==> src/rtl/ddr_init_seq.sv <==
module ddr_init_seq #(
  parameter int CLK_MHZ       = 100,
  parameter int PWRUP_US      = 200,
  parameter int PWRUP_CYCLES  = CLK_MHZ * PWRUP_US,
  parameter int SETTLE_CYCLES = 200,
  parameter int PAD_CYCLES    = 10,
  parameter int ADDR_W        = 14
) (
  input  logic              clk,
  input  logic              rst_n,
  input  logic              cmd_done,
  output logic              req_ext,
  output logic [1:0]        req_code,
  output logic [1:0]        req_bank,
  output logic [ADDR_W-1:0] req_addr,
  output logic              cke,
  output logic              init_busy
);
  localparam int CNT_MAX = (PWRUP_CYCLES > SETTLE_CYCLES) ?
                           ((PWRUP_CYCLES > PAD_CYCLES) ? PWRUP_CYCLES : PAD_CYCLES) :
                           ((SETTLE_CYCLES > PAD_CYCLES) ? SETTLE_CYCLES : PAD_CYCLES);
  localparam int CNT_W = $clog2(CNT_MAX + 1);

  localparam logic [1:0] C_NOP = 2'd0, C_PRE = 2'd1, C_LOAD = 2'd2, C_REF = 2'd3;
  localparam logic [2:0] BL_2 = 3'b001;
  localparam logic [2:0] CL_2 = 3'b010;
  localparam logic       BT_SEQ = 1'b0;
  localparam int         DLL_RST_BIT = 8;
  localparam int         AUTO_PRE_BIT = 10;
  localparam logic [ADDR_W-1:0] MODE_WORD = ADDR_W'({CL_2, BT_SEQ, BL_2});
  localparam logic [ADDR_W-1:0] PRE_WORD  = ADDR_W'(1) << AUTO_PRE_BIT;
  localparam logic [ADDR_W-1:0] DLL_WORD  = MODE_WORD | (ADDR_W'(1) << DLL_RST_BIT);

  localparam logic [2:0] LAST_LOAD_DLL = 3'd3;
  localparam logic [2:0] LAST_STEP     = 3'd7;

  typedef enum logic [2:0] {S_PWR, S_ISSUE, S_PAD, S_SETTLE, S_DONE} state_t;

  state_t            st;
  logic [CNT_W-1:0]  cnt;
  logic [2:0]        step;

  wire pwr_end    = cnt == CNT_W'(PWRUP_CYCLES - 1);
  wire pad_end    = cnt == CNT_W'(PAD_CYCLES - 1);
  wire settle_end = cnt == CNT_W'(SETTLE_CYCLES - 1);

  always_ff @(posedge clk) begin
    if (!rst_n) begin
      st        <= S_PWR;
      cnt       <= '0;
      step      <= '0;
      cke       <= 1'b0;
      init_busy <= 1'b0;
    end else begin
      init_busy <= (st != S_DONE);
      case (st)
        S_PWR: begin
          if (pwr_end) begin
            st  <= S_ISSUE;
            cnt <= '0;
            cke <= 1'b1;
          end else begin
            cnt <= cnt + 1'b1;
          end
        end
        S_ISSUE: begin
          if (cmd_done) begin
            st  <= S_PAD;
            cnt <= '0;
          end
        end
        S_PAD: begin
          if (pad_end) begin
            cnt <= '0;
            if (step == LAST_LOAD_DLL) begin
              st   <= S_SETTLE;
              step <= step + 3'd1;
            end else if (step == LAST_STEP) begin
              st        <= S_DONE;
              init_busy <= 1'b0;
            end else begin
              st   <= S_ISSUE;
              step <= step + 3'd1;
            end
          end else begin
            cnt <= cnt + 1'b1;
          end
        end
        S_SETTLE: begin
          if (settle_end) begin
            st  <= S_ISSUE;
            cnt <= '0;
          end else begin
            cnt <= cnt + 1'b1;
          end
        end
        default: ;
      endcase
    end
  end

  assign req_ext = (st == S_ISSUE);

  always_comb begin
    req_code = C_NOP;
    req_bank = 2'b00;
    req_addr = '0;
    case (step)
      3'd1, 3'd4: begin req_code = C_PRE; req_addr = PRE_WORD; end
      3'd2:       begin req_code = C_LOAD; req_bank = 2'b01; end
      3'd3:       begin req_code = C_LOAD; req_addr = DLL_WORD; end
      3'd5, 3'd6: req_code = C_REF;
      3'd7:       begin req_code = C_LOAD; req_addr = MODE_WORD; end
      default: ;
    endcase
  end
endmodule


==> config.mk <==
export PLATFORM = sky130hd
export DESIGN_NAME = ddr_init_seq
export DESIGN_NICKNAME = d
export VERILOG_FILES = /design/src/rtl/ddr_init_seq.sv
export SDC_FILE = /design/constraint.sdc
export NUM_CORES = 1
export LEC_CHECK = 0
export ABC_AREA = 1
export BUFFER_PORTS_ARGS = -buffer_cell sky130_fd_sc_hd__buf_2
export CAP_MARGIN = 20
export CORE_ASPECT_RATIO = 0.75
export CORE_UTILIZATION = 57
export DETAILED_ROUTE_END_ITERATION = 10
export MAX_ROUTING_LAYER = met4
export PLACE_DENSITY_LB_ADDON = 0.1
export SLEW_MARGIN = 30
export SYNTH_ARGS = -nofsm -noshare
export SYNTH_HDL_FRONTEND = slang
export SYNTH_SLANG_ARGS = --single-unit
==> constraint.sdc <==
create_clock -name clk -period 1.76 [get_ports clk]
set_clock_uncertainty 0.2 [all_clocks]
set_input_delay 0.352 -clock clk [delete_from_list [all_inputs] [get_ports clk]]
set_output_delay 0.352 -clock clk [all_outputs]
set_load 0.1 [all_outputs]
==> metrics, run 1 <==
crit path DAT 1.56 ns; Seq cells post-synth 23; post-DR vias/cell approximately 5.8; Core Region 2660 um^2; Final WS setup -0.349 ns; reg2reg path depth 7; Detailed Place HPWL about 2800 um; # setup viols final 10; post-route ant nets 0; crit path time final 2.11 ns; type of the worst min-delay path flop to flop; DIE HEIGHT ~48 um; vias in the first global route 1581; CTS Buf Count 3; Post-Syn Instances 255; Pleak 1.02 nW; FP Rows 16; Worst Path Required 1.21 ns; largest net degree at the start of global routing 17; initial antenna violation count 0; num ports 24; PD cells 453 nW/um^2; fmax roughly 470 MHz; Iteration-0 DRC Markers 238; clock-pin slew on the worst setup and hold paths 0.09 ns; CP endpoint kind output port; Worst Hold Depth 1; Worst Path Buf+Inv 2; cell depth of the worst setup path 6; critical-path maximum fanout 3; maximum VDD drop 626 uV; Die Width 63.8 um; DRC viols 0; CP max-delay cell dfxtp_4; Pre-antenna DRT Iters 5; Die Area 3080 um^2; H-tree depth 1; Critical Path Source Type flop; Final period util 120%; area grow syn2layout 40.4%; Hold Vio Cnt, Final 0; Overflow after GRT 0; Max Cap Viol 0; sequential share of the synthesized area 28.2%; Avg WL per Cell 16.6 um; WHS 0.270 ns; failing checks negative setup slack; Netlist cell types 28; CP top delay family flip-flops; Crit Path Class flop to output port; Worst path most repeated cell ha_4; GRT Overall Usage a little under a third; Post-Syn Area 1630 um^2; setup repair after global routing missed its margin true; Yosys warnings 0; CTS root buf clkbuf_8; status finished, violations left; CTS tree yes; largest buffer count on any clock path 2; clock sinks 23; Avg Inst Size Synth between 6 and 7 um^2; # hold bufs at CTS 0; worst-path cell chain ha_4 -> ha_4 -> nor3_2 -> buf_4 -> o21ai_4 -> buf_12; Port Buffers 12; Antenna diodes 0; Via Count 1918; CP max stage delay 0.37 ns; Final Slew Violations 0; NumNets Final 307; share of layout cells above drive strength 1 approximately 34%; final WL 5480 um; first-pass GRT wire length 7250 um; Clock Latency Late Sink 0.28 ns; final RePlAce weighted congestion 0.955; final core occ 86.1%; Initial Util about three fifths
## metrics by stage
stage / std cells / worst slack (ns) / instance area [um^2] / total power [mW] / TNS, ns
final: 330 / -0.349 / 2290 / 1.04 / -1.11
after global routing: 330 / -0.396 / 2290 / 1.07 / -2.42
after CTS: 323 / -0.230 / 2150 / 1.03 / -0.569
after detailed placement: 316 / -0.196 / 1960 / 0.694 / -0.664
after global placement: 316 / -0.164 / 1960 / 0.692 / -0.164
after floorplan: 265 / -0.252 / 1720 / 0.701 / -1.08
## area by class of cell
cell class                      instances  area, um^2
Tap cell                               36        45.0
Clock inverter                          1        5.00
Inverter                               34         135
Sequential cell                        23         482
Fill cell                             144         370
Timing Repair Buffer                   41         435
Multi-Input combinational cell        192        1150
Clock buffer                            3        41.3
## registers in the layout (all words and copies together), names as in the netlist
register   cells
cnt           15
st             3
step           3
init_busy      1
cke            1
## cell usage in the layout, fill, tap and decap left out, types with 2 or more instances in the layout
cell | netlist | layout
ha_4 | 0 | 6
dfxtp_1 | 23 | 12
nand3b_1 | 3 | 3
nand2_2 | 9 | 9
nand3_1 | 15 | 15
inv_2 | 3 | 4
nor2_1 | 31 | 27
nor3_1 | 12 | 8
a21oi_1 | 13 | 12
o21ai_0 | 12 | 6
dfxtp_4 | 0 | 3
conb_1 | 1 | 11
nor2_2 | 5 | 7
inv_4 | 0 | 3
nand2_1 | 57 | 55
buf_4 | 12 | 19
ha_2 | 0 | 2
nand2_4 | 0 | 2
buf_6 | 1 | 10
dfxtp_2 | 0 | 8
nand4_1 | 5 | 5
o211ai_1 | 2 | 2
o21ai_1 | 0 | 3
o21ai_4 | 0 | 3
buf_2 | 0 | 4
nor2_4 | 1 | 3
clkbuf_8 | 0 | 3
inv_1 | 31 | 27
nor3_2 | 1 | 4
buf_12 | 0 | 8
## path summary, 6_finish.rpt
check	startpoint	end	slack (ns)
worst max-delay path	step[0]	req_code[1]	-0.35
worst min-delay path	cke	cke	0.27
worst max register to register	step[0]	step[2]	-0.03
worst min register to register	cke	cke	0.27
## synthesized netlist by cell type
cell / instances / share of area [%]
nor3_2: 1 / 0.61
buf_4: 12 / 5.5
buf_1: 1 / 0.23
nor2_4: 1 / 0.69
a21oi_1: 13 / 4.0
o211ai_1: 2 / 0.92
inv_1: 31 / 7.1
o21a_1: 1 / 0.46
a21o_1: 1 / 0.46
conb_1: 1 / 0.23
nand3b_1: 3 / 1.4
dfxtp_1: 23 / 28
nand2_1: 57 / 13
inv_2: 3 / 0.69
o31ai_1: 1 / 0.46
nor2_2: 5 / 1.9
nand3_1: 15 / 4.6
xor2_1: 1 / 0.54
nand2_2: 9 / 3.4
buf_6: 1 / 0.69
nor2_1: 31 / 7.1
clkbuf_1: 2 / 0.46
nand4_1: 5 / 1.9
o21ai_0: 12 / 3.7
nor3_1: 12 / 3.7
o311ai_0: 1 / 0.54
o21bai_1: 1 / 0.46
ha_1: 9 / 6.9
## cell families (layout without fill, tap and decap cells)
family | count (synthesis) | after routing | share of synthesized area (%)
simple gates | 139 | 139 | 38.5
buf+inv | 50 | 79 | 14.7
compound gates | 32 | 32 | 11.0
flops | 23 | 23 | 28.2
fa+ha+maj | 9 | 9 | 6.90
other cells | 1 | 11 | 0.230
xor+xnor | 1 | 1 | 0.536
## repair_timing
action / in CTS / in global routing
setup buffers: 3 / 8
setup endpoints to repair: 26 / 29
pin swaps: 6 / 12
resized for setup: 30 / 32
## routing by layer
metal | vias to the layer above | GRT usage, % | routed length, um
met1 | 855 | 40.3 | 2000
met4 | 0 | 12.1 | 363
met2 | 147 | 48.4 | 2450
met5 | - | - | 0
li1 | 873 | - | -
met3 | 43 | 7.08 | 665
## worst register-to-register path, stage by stage, from the launching register on
cell and delay [ns]:
dfxtp_4 0.37, ha_4 0.18, ha_4 0.17, buf_4 0.13, inv_2 0.05, nand4_1 0.28
o21ai_1 0.24, a21oi_1 0.07
## power breakdown
part | internal [mW] | switching [mW] | total [mW]
sequential | 0.526 | 0.0111 | 0.537
combinational | 0.0188 | 0.138 | 0.157
clock | 0.159 | 0.186 | 0.345
total | 0.703 | 0.335 | 1.04
Power figures use the tool's default switching activity.
==> run 2: changes to the inputs <==
- CORE_UTILIZATION: 57 -> 55
==> run 2 against run 1 <==
- the flow still finishes with violations (negative setup slack)
- count of clock-buffer cells in the layout increased by 1
- utilization is 2.8 points higher
- via count up 5.7%
- maximum frequency grew 3.1%
- sequential share of layout area is 0.97 points lower
- sequential cell count unchanged
- worst hold slack got worse by 0.0095 ns
- setup slack improved by 0.064 ns
- final cell count increased by 0.91%
- largest cell class unchanged
==> metrics, run 2 (synthesis gave the netlist of run 1 again) <==
Avg WL per Cell 18.2 um (was 16.6 um); num ports 24 (unchanged); vias in the first global route 1582 (was 1581); status finished, violations left (unchanged); Final Slew Violations 0 (unchanged); CTS Buf Count 3 (unchanged); Die Area 3190 um^2 (was 3080 um^2); CTS tree yes (unchanged); post-DR vias/cell 6.09 (was 5.81); reg2reg path depth 8 (was 7); met3 WL 759 um (was 665 um); Initial Util 60.4% (was 61.3%); Port Buffers 12 (unchanged); Comb power frac 16.0% (was 15.1%); Clk pwr share 33.0% (was 33.2%); largest buffer count on any clock path 2 (unchanged); Core Region 2700 um^2 (was 2660 um^2); type of the worst min-delay path input port to flop (was flop to flop); Max Cap Viol 0 (unchanged); Die Width 64.9 um (was 63.8 um); CTS root buf clkbuf_8 (unchanged); final RePlAce weighted congestion 0.921 (was 0.955); DRC viols 0 (unchanged); Sw Share 32.3% (about the same); pre-CTS setup slack -0.205 ns (was -0.196 ns); Worst Path Required 1.21 ns (about the same); first-pass GRT wire length 7300 um (was 7250 um); crit path time final 2.05 ns (was 2.11 ns); Crit Path Class flop to output port (unchanged); Critical Path Source Type flop (unchanged); register area 482 um^2 (unchanged); worst-path cell chain ha_4 -> ha_4 -> nor3_4 -> o21ai_4 -> buf_12 (was ha_4 -> ha_4 -> nor3_2 -> buf_4 -> o21ai_4 -> buf_12); sequential group share of total power 51.0% (was 51.7%); Worst R2R Start cnt[6] (was step[0]); CP endpoint kind output port (unchanged); area occupied by multi-input gates 1240 um^2 (was 1150 um^2); clock sinks 23 (unchanged); critical-path maximum fanout 2 (was 3); Antenna diodes 0 (unchanged); # setup viols final 28 (was 10); FP Rows 16 (unchanged); Detailed Place HPWL 2870 um (was 2780 um); fillers 116 (was 144); NumNets Final 310 (was 307); DIE HEIGHT 49.2 um (was 48.4 um); routed wl met2 2700 um (was 2450 um); commonest cells after routing, fill and taps aside nand2_1 (53), inv_1 (26), buf_4 (23) (was nand2_1 (55), inv_1 (27), nor2_1 (27)); commonest non-fill, non-tap cell in the layout nand2_1 (unchanged); final core occ 88.9% (was 86.1%); crit path DAT 1.49 ns (was 1.56 ns); CP max stage delay 0.36 ns (was 0.37 ns); post-route ant nets 0 (unchanged); initial antenna violation count 0 (unchanged); Hold Startpoint rst_n (was cke); PD cells 439 nW/um^2 (was 453 nW/um^2); WL met1 2200 um (was 2000 um); failing checks negative setup slack (unchanged); Worst Hold Depth 3 (was 1); H-tree depth 1 (unchanged); P_int 714 uW (was 703 uW); CP top delay family flip-flops (unchanged); Hold Vio Cnt, Final 0 (unchanged); GRT Overall Usage 31.2% (was 31.5%); clock-pin slew on the worst setup and hold paths 0.09 ns (about the same); area grow syn2layout 47.2% (was 40.4%); Final WS setup -0.285 ns (was -0.349 ns); largest net degree at the start of global routing 17 (unchanged); setup repair after global routing missed its margin true (unchanged); Overflow after GRT 0 (unchanged); Finished Cell Area 2400 um^2 (was 2290 um^2); Reg-to-Reg End cnt[12] (was step[2]); maximum VDD drop 458 uV (was 626 uV); Switch Pwr 341 uW (was 335 uW); Clock Latency Late Sink 0.28 ns (about the same); Top Layer Used met4 (unchanged); Worst Path Buf+Inv 1 (was 2); Worst path most repeated cell ha_4 (unchanged); Final period util 116% (was 120%); share of layout cells above drive strength 1 38.4% (was 34.4%); r2r setup slk -0.12 ns (was -0.03 ns); max FFs per register 15 (unchanged); Iteration-0 DRC Markers 414 (was 238); Pre-antenna DRT Iters 9 (was 5); Top reg by flops cnt (unchanged); worst hold endpoint cnt[1] (was cke); final WL 6070 um (was 5480 um); area post-placement 1980 um^2 (was 1960 um^2); CP max-delay cell dfxtp_4 (unchanged); Pleak 1.07 nW (was 1.02 nW); power consumption 1.05 mW (was 1.04 mW); Sum Neg Setup Slack -1.92 ns (was -1.11 ns); fmax 489 MHz (was 474 MHz); biggest regs cnt x15, st x3, step x3 (unchanged); Via Count 2028 (was 1918)
[run 2: cell count changes in the layout (fill, tap and decap cells not counted), sizes merged]
cell / previous run / this run
buf: 41 / 44
clkbuf: 3 / 4
clkinv: 1 / 0
[run 2: cell type report]
class | count | area share (%)
well taps | 36 | 1.87
clock buffers | 4 | 1.87
multi-input cells | 192 | 51.7
flip-flops and latches | 23 | 20.0
inverters | 34 | 5.62
repair buffers | 44 | 18.9
[run 2: what timing repair did]
item / 4_1_cts / 5_1_grt
buffers inserted: 3 / 11
gates resized for setup: 33 / 48
pin swaps: 8 / 26
hold buffers: 0 / 0
setup endpoints to repair: 20 / 29
[run 2: worst max path at each step]
stage | startpoint | end | slack (ns) | depth (start not counted)
after floorplan | step[0] | req_bank[0] | -0.25 | 4
after global placement | step[0] | req_code[1] | -0.16 | 6
after detailed placement | step[0] | req_code[1] | -0.20 | 6
after CTS | step[1] | req_code[1] | -0.26 | 6
after global routing | step[1] | req_code[1] | -0.30 | 5
final | step[1] | req_code[1] | -0.29 | 5
[run 2: through the flow]
step / hold slack, ns / std cells
finish: 0.260 / 333
global route: 0.285 / 333
CTS: 0.263 / 325
detailed placement: 0.248 / 318
global placement: 0.244 / 318
floorplan: 0.272 / 265
[run 2: power groups by stage]
stage / Sequential [mW] / Combinational [mW] / Clock, mW
after floorplan: 0.554 / 0.147 / 0
after global placement: 0.546 / 0.146 / 0
after detailed placement: 0.546 / 0.147 / 0
after CTS: 0.537 / 0.148 / 0.336
after global routing: 0.540 / 0.175 / 0.367
final: 0.538 / 0.169 / 0.348
[run 2: worst register-to-register path, cell delays in order (launching register included)]
cell and delay (ns):
dfxtp_1 0.43, nand2_1 0.14, nor2_1 0.29, nand3_1 0.21, nand2_1 0.11, nand2_1 0.07, nor2_1 0.16, nand2_1 0.09
a21oi_1 0.13
[run 2: metal layers]
metal / GRT usage [%] / vias to the layer above
li1: - / 877
met3: 7.01 / 62
met4: 11.9 / 0
met1: 39.5 / 883
met5: - / -
met2: 48.3 / 206
